===== config.mk =====
export PLATFORM = sky130hd
export DESIGN_NAME = bcd_bin_counter
export DESIGN_NICKNAME = d
export VERILOG_FILES = /design/src/rtl/ctr_pkg.sv /design/src/rtl/ctr_action_decode.sv /design/src/rtl/ctr_next_value.sv /design/src/rtl/ctr_terminal_detect.sv /design/src/rtl/bcd_bin_counter.sv
export SDC_FILE = /design/constraint.sdc
export NUM_CORES = 1
export LEC_CHECK = 0
export BUFFER_PORTS_ARGS = -buffer_cell sky130_fd_sc_hd__buf_4
export CAP_MARGIN = 10
export CORE_AREA = 2 2 39 41
export DETAILED_ROUTE_END_ITERATION = 10
export DIE_AREA = 0 0 41 43
export GPL_TIMING_DRIVEN = 0
export HOLD_SLACK_MARGIN = 0.06
export PLACE_DENSITY = 0.47
export SYNTH_ARGS = -nofsm -noshare
export SYNTH_HDL_FRONTEND = slang
export SYNTH_SLANG_ARGS = --single-unit

===== constraint.sdc =====
create_clock -name clk -period 2.8 [get_ports clk]
set_input_delay 0.14 -clock clk [delete_from_list [all_inputs] [get_ports clk]]
set_output_delay 0.14 -clock clk [all_outputs]
set_load 0.1 [all_outputs]

===== src/rtl/ctr_pkg.sv =====
package ctr_pkg;

    // One action is taken on each rising edge; the order of the
    // encodings has no meaning, priority lives in the decoder.
    typedef enum logic [1:0] {
        ACT_HOLD  = 2'd0,
        ACT_COUNT = 2'd1,
        ACT_LOAD  = 2'd2,
        ACT_CLEAR = 2'd3
    } ctr_act_e;

endpackage


===== src/rtl/ctr_action_decode.sv =====
module ctr_action_decode
    import ctr_pkg::*;
(
    input  logic     clr_req,
    input  logic     load_n,
    input  logic     en_par,
    input  logic     en_trk,
    output ctr_act_e act
);

    logic cnt_ok;

    assign cnt_ok = en_par & en_trk;

    // Priority: clear, then load, then count, else hold.
    always_comb begin
        unique casez ({clr_req, ~load_n, cnt_ok})
            3'b1??:  act = ACT_CLEAR;
            3'b01?:  act = ACT_LOAD;
            3'b001:  act = ACT_COUNT;
            default: act = ACT_HOLD;
        endcase
    end

endmodule


===== src/rtl/ctr_next_value.sv =====
module ctr_next_value
    import ctr_pkg::*;
#(
    parameter bit DECIMAL = 1'b1,
    parameter int DW      = 4
) (
    input  ctr_act_e        act,
    input  logic [DW-1:0]   cur,
    input  logic [DW-1:0]   din,
    output logic [DW-1:0]   nxt
);

    localparam logic [DW-1:0] ONE     = DW'(1);
    localparam logic [DW-1:0] MAX_VAL = DECIMAL ? DW'(9) : {DW{1'b1}};

    logic [DW-1:0] inc_val;

    generate
        if (DECIMAL) begin : g_dec
            // Codes above the top value step in pairs back to zero:
            // an even illegal code moves to its odd neighbour, an odd one to 0.
            always_comb begin
                if (cur == MAX_VAL) begin
                    inc_val = '0;
                end else if (cur > MAX_VAL) begin
                    inc_val = cur[0] ? '0 : cur + ONE;
                end else begin
                    inc_val = cur + ONE;
                end
            end
        end else begin : g_bin
            // Full-range binary: natural overflow gives the wrap.
            assign inc_val = cur + ONE;
        end
    endgenerate

    always_comb begin
        unique case (act)
            ACT_CLEAR: nxt = '0;
            ACT_LOAD:  nxt = din;
            ACT_COUNT: nxt = inc_val;
            ACT_HOLD:  nxt = cur;
            default:   nxt = cur;
        endcase
    end

endmodule


===== src/rtl/ctr_terminal_detect.sv =====
module ctr_terminal_detect #(
    parameter bit DECIMAL = 1'b1,
    parameter int DW      = 4
) (
    input  logic [DW-1:0] cur,
    input  logic          en_trk,
    output logic          tc
);

    localparam logic [DW-1:0] MAX_VAL = DECIMAL ? DW'(9) : {DW{1'b1}};

    logic at_top;

    // Full decode: a single state matches.
    assign at_top = (cur == MAX_VAL);
    assign tc     = en_trk & at_top;

endmodule


===== src/rtl/bcd_bin_counter.sv =====
module bcd_bin_counter
    import ctr_pkg::*;
#(
    parameter bit DECIMAL     = 1'b1,
    parameter bit ASYNC_CLEAR = 1'b0,
    parameter int DW          = 4
) (
    input  logic          clk,
    input  logic          rst_n,
    input  logic          load_n,
    input  logic [DW-1:0] din,
    input  logic          en_par,
    input  logic          en_trk,
    output logic [DW-1:0] q,
    output logic          tc
);

    ctr_act_e      act;
    logic          clr_req;
    logic [DW-1:0] q_r;
    logic [DW-1:0] q_nxt;

    ctr_action_decode u_dec (
        .clr_req (clr_req),
        .load_n  (load_n),
        .en_par  (en_par),
        .en_trk  (en_trk),
        .act     (act)
    );

    ctr_next_value #(
        .DECIMAL (DECIMAL),
        .DW      (DW)
    ) u_nxt (
        .act (act),
        .cur (q_r),
        .din (din),
        .nxt (q_nxt)
    );

    ctr_terminal_detect #(
        .DECIMAL (DECIMAL),
        .DW      (DW)
    ) u_term (
        .cur    (q_r),
        .en_trk (en_trk),
        .tc     (tc)
    );

    // State register: the clear style picks the register template.
    generate
        if (ASYNC_CLEAR) begin : g_async
            assign clr_req = 1'b0;
            always_ff @(posedge clk or negedge rst_n) begin
                if (!rst_n) begin
                    q_r <= '0;
                end else begin
                    q_r <= q_nxt;
                end
            end
        end else begin : g_sync
            assign clr_req = ~rst_n;
            always_ff @(posedge clk) begin
                q_r <= q_nxt;
            end
        end
    endgenerate

    // Outputs
    assign q = q_r;

endmodule


==> impl_metrics.ini <==
[placed_design]
io_buffers = 13
place_congestion = 0.687
placed_cells = 62
dpl.hpwl_um = 550

[pwr]
powerDensity_nw_per_um2 = 499
p_switching_uw = 82.2
p_comb_share_pct = 33.9
intPower_uw = 143
p_seq_share_pct = 35.7
switching_share_pct = 36.6
pwr-share-clk_pct = 30.5
power_leakage_nw = 0.204
peakVddDrop_uv = 289

[clocking]
cts_buffers = 3
clockBufferDepth = 2
cts_hold_buffers = 0
cts.sinks = 4
root_buffer = clkbuf_4
cts_tree = done
clock_latency_ns = 0.23
htreeDepth = 1
postCtsResizedCells = 0
post_cts_buffers = 0
clk_pin_slew_worst_paths_ns = 0.04

[cells_and_area]
largest_register_ffs = 4
drive_above_1_share_pct = 38.8
antenna_cells = 0
instances_no_fill = 65
fin_nets = 64
area_growth_pct = 45.2

[run_status]
status = complete, no violations

[synthesis]
synthCells = 33
synth_edf_count = 4
synth-async-reset-ratio_pct = 0
yosysTopAreaCell = edfxtp_1
yosys_most_used_dff = edfxtp_1
synth.avg_cell_area_sq_um = 9.40
synth-seq-area-share_pct = 38.7
ys_types = 18
ys_ff_latch = 4
yosysWarnings = 0
synth_top_area_share_pct = 38.7
ys_top_cells_by_count = nand2_1, edfxtp_1, ha_1, o21ai_0
synth_most_common_cell = nand2_1
netlist_area_sq_um = 310
syn_nets = 46
yosys-top-cells-area = edfxtp_1, ha_1, o21ai_0

[worst_setup_path]
crit_start = q[1]$_DFFE_PP_
path_max_fanout = 5
cp.required_ns = 2.77
worst_setup_path_end_kind = flip-flop
critPathArrivalTime_ns = 1.59
critPathLaunchType = flip-flop
worstSetupPathType = flip-flop to flip-flop
timing.rr.start = q[1]$_DFFE_PP_
rrSetupSlack_ns = 1.18

[grt]
grt_pass1_wl_um = 1060
grt_max_degree = 8
overflow = 0
antenna_found_initial = 0
grt.total_usage_pct = 9.28
grt_pass1_vias = 276

[timing]
slew_viol_final = 0
setup_viol = 0
min_period_ns = 1.62
tightest_slew_ns = 0.305
rsz0062_at_grt = false
finalHoldViolCount = 0
max_slew_margin_pct = 79.6
skew_ns = 0.00364
fmax_ghz = 0.618
setup_tns_ns = 0
hold_slack_ns = 0.187
period_share_pct = 57.8

[die]
die_area_sq_um = 1760
start_util_pct = 22.4
num_rows = 14
die_x_um = 41
io_pins = 14
fp.dieH_um = 43
core_sq_um = 1380

[routing]
drt_first_pass_iters = 2
drc = 0
vias = 289
wirelength_um = 660
viasPerCell = 4.45
drtIter0Drc = 2
postRouteAntennaNets = 0
wl_per_cell_um = 10.2

[worst_hold_path]
hold_path_class = input pin to flip-flop
hp-start = din[2]

[run]
drv_cap = 0
[cell type report]
type	count	area, sq um
fillers	150	933
multi-input cells	26	179
flip-flops and latches	4	120
repair buffers	13	97.6
clock buffers	3	22.5
well taps	16	20.0
inverters	3	11.3
[power by group through the flow]
stage          clock network (mW)  logic, mW  registers, mW
6_report                   0.0685     0.0762         0.0802
5_1_grt                    0.0763     0.0822         0.0814
4_1_cts                    0.0726     0.0771         0.0804
3_5_place_dp                    0     0.0768         0.0812
3_3_place_gp                    0     0.0765         0.0813
2_1_floorplan                   0     0.0200          0.115
[cells by family (layout without fill, tap and decap cells)]
kind of cell / Yosys count / after routing / synth area share [%]
compound gates: 10 / 10 / 19.8
fa+ha+maj: 4 / 4 / 16.1
buf+inv: 3 / 19 / 3.63
flops: 4 / 4 / 38.7
mux: 1 / 1 / 3.23
simple gates: 11 / 11 / 18.5
[worst paths after layout]
check / to / cells past startpoint
worst max-delay path: q[1]$_DFFE_PP_ / 6
worst min-delay path: q[2]$_DFFE_PP_ / 3
worst max register to register: q[1]$_DFFE_PP_ / 6
worst min register to register: q[3]$_DFFE_PP_ / 2
[worst max-delay path, cell delays in order, from the launching register on]
cell      delay (ns)
edfxtp_1        0.44
inv_1           0.11
ha_1            0.18
nor2_1          0.07
o21ai_0         0.25
mux2i_1         0.21
o21ai_0         0.09
[cells in the final DEF (no fill, tap or decap), drive strengths merged]
cell	instances
mux2i	1
clkbuf	3
nand3b	1
o21ai	6
nor2b	1
and4	1
edfxtp	4
a31oi	1
o21bai	1
buf	13
nand2	6
a311o	1
ha	4
nor2	1
nand3	1
a21boi	1
inv	3
[routing by layer]
metal	wire (um)	global-route usage, %	up-vias
met5	0	0	-
met1	305	10.1	124
li1	-	-	152
met3	63	7.85	0
met4	0	2.00	0
met2	291	13.4	13
[through the flow]
step / instance area (sq um) / power, mW / setup slack, ns / utilization [%]
after global placement: 428 / 0.158 / 1.14 / 30.9
after floorplan: 310 / 0.135 / 0.617 / -
after detailed placement: 428 / 0.158 / 1.18 / 30.9
final: 450 / 0.225 / 1.18 / 32.5
after global routing: 450 / 0.240 / 1.07 / 32.5
after CTS: 450 / 0.230 / 1.17 / 32.5
Note: power is estimated with default switching activity, not from simulation.
